--- src/rtl/smtag_pkg.sv ---
package smtag_pkg;
   typedef enum logic [1:0] {
      LS_INV = 2'd0,
      LS_SHR = 2'd1,
      LS_MOD = 2'd2
   } line_st_e;
endpackage

--- src/rtl/smtag_lowbit.sv ---
// Finds the lowest set bit of a vector: one-hot form and index.
module smtag_lowbit #(
   parameter int N = 4,
   localparam int IW = (N > 1) ? $clog2(N) : 1
) (
   input  logic [N-1:0]  vec,
   output logic [N-1:0]  first_oh,
   output logic [IW-1:0] first_idx,
   output logic          any
);
   genvar gi;
   generate
      for (gi = 0; gi < N; gi++) begin : g_bit
         if (gi == 0) begin : g_lsb
            assign first_oh[gi] = vec[gi];
         end else begin : g_upper
            assign first_oh[gi] = vec[gi] & ~(|vec[gi-1:0]);
         end
      end
   endgenerate

   always_comb begin
      first_idx = '0;
      for (int i = N - 1; i >= 0; i--) begin
         if (vec[i]) first_idx = IW'(i);
      end
   end

   assign any = |vec;
endmodule

--- src/rtl/smtag_dir.sv ---
// Direct-mapped tag/state/writer/sharer table, one write port.
module smtag_dir
   import smtag_pkg::*;
#(
   parameter int IDX_W   = 3,
   parameter int TAG_W   = 9,
   parameter int NTHREAD = 4,
   parameter int TID_W   = 2,
   localparam int NSETS  = 1 << IDX_W
) (
   input  logic               clk,
   input  logic               rst_n,
   input  logic [IDX_W-1:0]   rd_idx,
   input  logic [TAG_W-1:0]   rd_tag,
   output logic               rd_hit,
   output line_st_e           rd_st,
   output logic [TID_W-1:0]   rd_writer,
   output logic [NTHREAD-1:0] rd_shr,
   input  logic               wr_en,
   input  logic [IDX_W-1:0]   wr_idx,
   input  logic [TAG_W-1:0]   wr_tag,
   input  line_st_e           wr_st,
   input  logic [TID_W-1:0]   wr_writer,
   input  logic [NTHREAD-1:0] wr_shr
);
   typedef struct packed {
      line_st_e           st;
      logic [TAG_W-1:0]   tag;
      logic [TID_W-1:0]   writer;
      logic [NTHREAD-1:0] shr;
   } entry_t;

   entry_t ent_rd [NSETS];
   entry_t sel;

   genvar ge;
   generate
      for (ge = 0; ge < NSETS; ge++) begin : g_ent
         entry_t ent_q;
         always_ff @(posedge clk) begin
            if (!rst_n) begin
               ent_q <= '{st: LS_INV, tag: '0, writer: '0, shr: '0};
            end else if (wr_en && (wr_idx == IDX_W'(ge))) begin
               ent_q <= '{st: wr_st, tag: wr_tag, writer: wr_writer, shr: wr_shr};
            end
         end
         assign ent_rd[ge] = ent_q;
      end
   endgenerate

   assign sel       = ent_rd[rd_idx];
   assign rd_hit    = (sel.st != LS_INV) && (sel.tag == rd_tag);
   assign rd_st     = sel.st;
   assign rd_writer = sel.writer;
   assign rd_shr    = sel.shr;
endmodule

--- src/rtl/smtag_invseq.sv ---
// Sends a mask of invalidations one thread per cycle, lowest first.
module smtag_invseq #(
   parameter int NTHREAD = 4,
   parameter int TID_W   = 2,
   parameter int ADDR_W  = 12
) (
   input  logic               clk,
   input  logic               rst_n,
   input  logic               start,
   input  logic [NTHREAD-1:0] start_mask,
   input  logic [ADDR_W-1:0]  start_addr,
   output logic               busy,
   output logic               inv_valid,
   output logic [TID_W-1:0]   inv_tid,
   output logic [ADDR_W-1:0]  inv_addr
);
   logic [NTHREAD-1:0] pend_q;
   logic [ADDR_W-1:0]  addr_q;
   logic [NTHREAD-1:0] first_oh;
   logic [TID_W-1:0]   first_idx;
   logic               any;

   smtag_lowbit #(.N(NTHREAD)) u_low (
      .vec       (pend_q),
      .first_oh  (first_oh),
      .first_idx (first_idx),
      .any       (any)
   );

   always_ff @(posedge clk) begin
      if (!rst_n) begin
         pend_q <= '0;
         addr_q <= '0;
      end else if (start) begin
         pend_q <= start_mask;
         addr_q <= start_addr;
      end else begin
         pend_q <= pend_q & ~first_oh;
      end
   end

   assign busy      = any;
   assign inv_valid = any;
   assign inv_tid   = first_idx;
   assign inv_addr  = addr_q;
endmodule

--- src/rtl/smtag_top.sv ---
module smtag_top
   import smtag_pkg::*;
#(
   parameter int NTHREAD = 4,
   parameter int ADDR_W  = 12,
   parameter int IDX_W   = 3,
   localparam int TID_W  = $clog2(NTHREAD),
   localparam int TAG_W  = ADDR_W - IDX_W
) (
   input  logic              clk,
   input  logic              rst_n,
   input  logic              req_valid,
   output logic              req_ready,
   input  logic              req_is_store,
   input  logic [TID_W-1:0]  req_tid,
   input  logic [ADDR_W-1:0] req_addr,
   output logic              rsp_valid,
   output logic              rsp_smod,
   output logic [TID_W-1:0]  rsp_tid,
   output logic [ADDR_W-1:0] rsp_addr,
   output logic              inv_valid,
   output logic [TID_W-1:0]  inv_tid,
   output logic [ADDR_W-1:0] inv_addr
);
   generate
      if (NTHREAD < 2 || (1 << TID_W) != NTHREAD) begin : g_bad_threads
         $error("smtag_top: NTHREAD must be a power of two, at least 2");
      end
      if (IDX_W < 1 || TAG_W < 1) begin : g_bad_split
         $error("smtag_top: ADDR_W must exceed IDX_W, IDX_W at least 1");
      end
   endgenerate

   logic [IDX_W-1:0]   idx;
   logic [TAG_W-1:0]   tag;
   logic [NTHREAD-1:0] self_oh;
   logic               accept;
   logic               inv_busy;

   logic               hit;
   line_st_e           cur_st;
   logic [TID_W-1:0]   cur_writer;
   logic [NTHREAD-1:0] cur_shr;

   line_st_e           nxt_st;
   logic [TID_W-1:0]   nxt_writer;
   logic [NTHREAD-1:0] nxt_shr;
   logic [NTHREAD-1:0] inv_mask;
   logic               smod;

   assign idx     = req_addr[IDX_W-1:0];
   assign tag     = req_addr[ADDR_W-1:IDX_W];
   assign self_oh = NTHREAD'(1) << req_tid;
   assign req_ready = ~inv_busy;
   assign accept  = req_valid & req_ready;

   smtag_dir #(
      .IDX_W   (IDX_W),
      .TAG_W   (TAG_W),
      .NTHREAD (NTHREAD),
      .TID_W   (TID_W)
   ) u_dir (
      .clk       (clk),
      .rst_n     (rst_n),
      .rd_idx    (idx),
      .rd_tag    (tag),
      .rd_hit    (hit),
      .rd_st     (cur_st),
      .rd_writer (cur_writer),
      .rd_shr    (cur_shr),
      .wr_en     (accept),
      .wr_idx    (idx),
      .wr_tag    (tag),
      .wr_st     (nxt_st),
      .wr_writer (nxt_writer),
      .wr_shr    (nxt_shr)
   );

   // Next line contents and response flag from the pre-request state.
   always_comb begin
      smod = 1'b0;
      inv_mask = '0;
      if (req_is_store) begin
         nxt_st     = LS_MOD;
         nxt_writer = req_tid;
         nxt_shr    = self_oh;
         if (hit) inv_mask = cur_shr & ~self_oh;
      end else begin
         nxt_st = LS_SHR;
         if (hit) begin
            nxt_writer = cur_writer;
            nxt_shr    = cur_shr | self_oh;
            smod       = (cur_st == LS_MOD) && (cur_writer != req_tid);
         end else begin
            nxt_writer = '0;
            nxt_shr    = self_oh;
         end
      end
   end

   always_ff @(posedge clk) begin
      if (!rst_n) begin
         rsp_valid <= 1'b0;
         rsp_smod  <= 1'b0;
         rsp_tid   <= '0;
         rsp_addr  <= '0;
      end else begin
         rsp_valid <= accept & ~req_is_store;
         if (accept && !req_is_store) begin
            rsp_smod <= smod;
            rsp_tid  <= req_tid;
            rsp_addr <= req_addr;
         end
      end
   end

   smtag_invseq #(
      .NTHREAD (NTHREAD),
      .TID_W   (TID_W),
      .ADDR_W  (ADDR_W)
   ) u_inv (
      .clk        (clk),
      .rst_n      (rst_n),
      .start      (accept & req_is_store),
      .start_mask (inv_mask),
      .start_addr (req_addr),
      .busy       (inv_busy),
      .inv_valid  (inv_valid),
      .inv_tid    (inv_tid),
      .inv_addr   (inv_addr)
   );
endmodule

--- config.mk ---
export PLATFORM = sky130hd
export DESIGN_NAME = smtag_top
export DESIGN_NICKNAME = d
export VERILOG_FILES = /design/src/rtl/smtag_pkg.sv /design/src/rtl/smtag_lowbit.sv /design/src/rtl/smtag_dir.sv /design/src/rtl/smtag_invseq.sv /design/src/rtl/smtag_top.sv
export SDC_FILE = /design/constraint.sdc
export NUM_CORES = 1
export LEC_CHECK = 0
export ABC_AREA = 1
export CAP_MARGIN = 20
export CORE_UTILIZATION = 64
export CTS_CLUSTER_DIAMETER = 80
export DETAILED_ROUTE_END_ITERATION = 10
export DONT_BUFFER_PORTS = 1
export PLACE_DENSITY = 0.86
export SYNTH_ARGS = -nofsm -noshare
export SYNTH_HDL_FRONTEND = slang
export SYNTH_SLANG_ARGS = --single-unit
--- constraint.sdc ---
create_clock -name clk -period 2.58 [get_ports clk]
set_input_delay 0.516 -clock clk [delete_from_list [all_inputs] [get_ports clk]]
set_output_delay 0.516 -clock clk [all_outputs]
set_load 0.01 [all_outputs]
==> results.yml <==
sta:
  final-setup-viol-count: 0
  rsz0062_at_grt: "no"
  period_share_pct: 85.6
  fmax_mhz: 453
  fin_hold_ws_ns: 0.212
  final_hold_violating_endpoints: 0
  report.final.slew_viol_count: 0
  timing.slew.headroom_pct: 62.4
  clock-skew-final_ns: 0.00893
  min_period_ns: 2.21
  timing_worst_slew_pin_value_ns: 0.562
  final.setup.tns_ns: 0
pwr:
  power_density_nw_per_um2: 706
  vdd_ir_drop_max_mv: 0.489
  p_leak_uw: 0.00392
cts:
  cts_max_level: 4
  cts_made_buffers: 17
  post_cts_repair_setup_buffers: 0
  tritoncts_num_sinks: 168
  cts_tree: "built"
  cts_root_buffer: "clkbuf_16"
  cts-resized-gates: 0
  cts.reportedPaths.clkPinSlew_ns: 0.06
  worst_skew_pair.late_latency_ns: 0.43
  maximum_buffer_depth_of_the_clock_tree: 2
  postCtsHoldBufs: 0
critical_path:
  worst_path_max_delay_cell: "dfxtp_1"
  timing.critical_path.from: "u_inv.pend_q[2]"
  crit_arrival_ns: 2.57
  critical_path.max_fanout: 27
  criticalPathCategory: "flop to flop"
  critPathMostFrequentCell: "nor2_1"
  worst_r2r_path_cells: 12
  worstPathRequired_ns: 2.94
  crit_chain: "nor2_1, nand2_1, inv_1, nand2_1, nor2_1, inv_1, nor2_2, buf_4, inv_1, nor2_1, a21oi_1, nor2_1"
  worst_r2r_startpoint: "u_inv.pend_q[2]"
  critPathCaptureType: "flop"
  cpPeakStageDelay_ns: 0.33
  crit_path_start_kind: "flop"
placed_design:
  dp_hpwl_um: 13100
  buffers_added_on_ports: 0
  routabilityCongestion: 0.841
  post_place_instance_area_um2: 7920
synth:
  synth_top_area_share_pct: 42.6
  cell_types_with_the_highest_counts_after_synthesis: "nand2_1 (280), nor2_1 (190), dfxtp_1 (168), o21ai_0 (108), a21oi_1 (106)"
  mappedNetlistArea_um2: 7890
  yosys_reg_bits: 168
  number_of_flops_mapped_to_enable_cells_by_yosys: 0
  synth_seq_area_share_pct: 42.6
  post-synth-top-area-cell: "dfxtp_1"
  synth_nets: 1197
  synthFlopType: "dfxtp_1"
  ys_warns: 0
  cells_taking_the_most_area_after_synthesis: "dfxtp_1 (43%), nand2_1 (13%), nor2_1 (9.0%)"
  syn_inst: 1179
  synth.distinct_cells: 28
  syn-mean-instance-area_um2: 6.69
  async_reset_ff_share_pct: 0
  synthMostInstantiatedCell: "nand2_1"
cells_and_area:
  final_core_utilization_pct: 71.5
  num-fill-cells: 957
  n_antenna_cell: 0
  nNetsFinal: 1170
  drive_gt1_share_pct: 7.38
  areaGrowthSynthToFinish_pct: 8.85
  stdcell_area_um2: 8580
run_status:
  status: "finished clean"
detailed_routing:
  ant_nets: 0
  vias_per_cell: 5.82
  route.detailed.wl_per_inst_um: 16.2
  drc_errors: 0
  routed-via-count: 7633
  first_pass_iters: 6
  postRouteWirelength_um: 21300
  drt_first_iter_violations: 1066
grt:
  global_route.usage.met3_pct: 7.07
  grt_antenna_before_repair: 0
  gr-total-overflow: 0
  met1_usage_pct: 45.8
  use_met2_pct: 56.3
  grt_start_max_net_pins: 108
  number_of_global_route_vias_before_repair: 7013
  first_pass_grt_wire_length_um: 34800
  top_usage_layer: "met2"
  globalRouteTotalUtil_pct: 34.8
min_path:
  timing.hold.worst.start: "req_addr[2]"
  hold_depth: 2
  min_path_type: "input pin to flop"
floorplanning:
  chipWidth_um: 113
  core_region_area_um2: 12000
  floorplan.die_area_um2: 12800
  initial_core_util_pct: 65.7
  num_ports: 50
  rows: 40
  dieHeight_um: 113
job:
  maxCapViolCount: 0
cells by family (layout without fill, tap and decap cells):
family          after synthesis  count (layout)  synth area share, %
buf+inv                     182             168                 10.1
flops                       168             168                 42.6
compound gates              231             231                 15.2
simple gates                598             598                 32.1
routing by layer:
metal  vias to the layer above  wire, µm
li1                       3705         -
met1                      3460      8860
met2                       408      9830
met3                        60      1950
met4                         0       674
met5                         -         0
power by group:
part	total [µW]	switching (µW)	internal (µW)
clock	2840	1040	1800
combinational	461	312	149
sequential	2760	66.2	2690
area by class of cell:
| type | count | area, µm² | share of cell area (%) |
|---|---|---|---|
| inverter | 108 | 408 | 4.75 |
| tap | 147 | 184 | 2.14 |
| clock inverter | 10 | 189 | 2.20 |
| sequential | 168 | 3360 | 39.2 |
| timing repair buffer | 28 | 235 | 2.74 |
| clock buffer | 22 | 474 | 5.52 |
| multi-input combinational | 829 | 3730 | 43.5 |
final timing paths:
kind | end | slack (ns)
max | u_dir.ent_rd[32] | 0.37
min | rsp_addr[2] | 0.21
max reg2reg | u_dir.ent_rd[32] | 0.37
min reg2reg | u_dir.ent_rd[82] | 0.45
cells in the final DEF, fill, tap and decap left out:
cell type / count
nor3_1: 1
nor2_4: 2
nor2_2: 10
nand3_2: 1
clkbuf_1: 2
clkinv_4: 1
inv_2: 5
nand3b_1: 6
o2111ai_1: 4
inv_4: 1
bufinv_16: 5
o31ai_1: 1
nand4_1: 9
nand2_1: 280
inv_1: 102
and2_1: 1
o22ai_1: 3
dfxtp_1: 168
o21ai_0: 108
inv_6: 2
clkbuf_16: 17
clkinv_2: 1
nand3_4: 5
clkbuf_8: 3
a22oi_1: 8
nand3_1: 90
a21o_1: 1
nor2_1: 189
buf_4: 26
buf_12: 2
a21oi_1: 106
clkinvlp_4: 1
nand2_2: 4
registers in the layout (all words and copies together) (netlist names):
register	flops
u_inv.inv_addr	12
rsp_addr	12
u_dir.ent_rd	136
rsp_tid	2
rsp_smod	1
u_inv.pend_q	4
rsp_valid	1
worst max-delay path, delay by kind of cell (launching register included):
kind | cells | cell delay, ns
and+or+nand+nor | 7 | 0.94
buffers and inverters | 4 | 0.81
DFF | 1 | 0.33
AOI/OAI and AO/OA | 1 | 0.07
stage by stage:
step	power [µW]	std cells	setup slack, ns
5_1_grt	6240	1312	0.223
3_5_place_dp	3260	1280	0.198
4_1_cts	6060	1312	0.387
6_report	6060	1312	0.372
3_3_place_gp	3250	1280	0.274
2_1_floorplan	3190	1179	0.603
No activity file was read; power rests on OpenSTA's default activity.
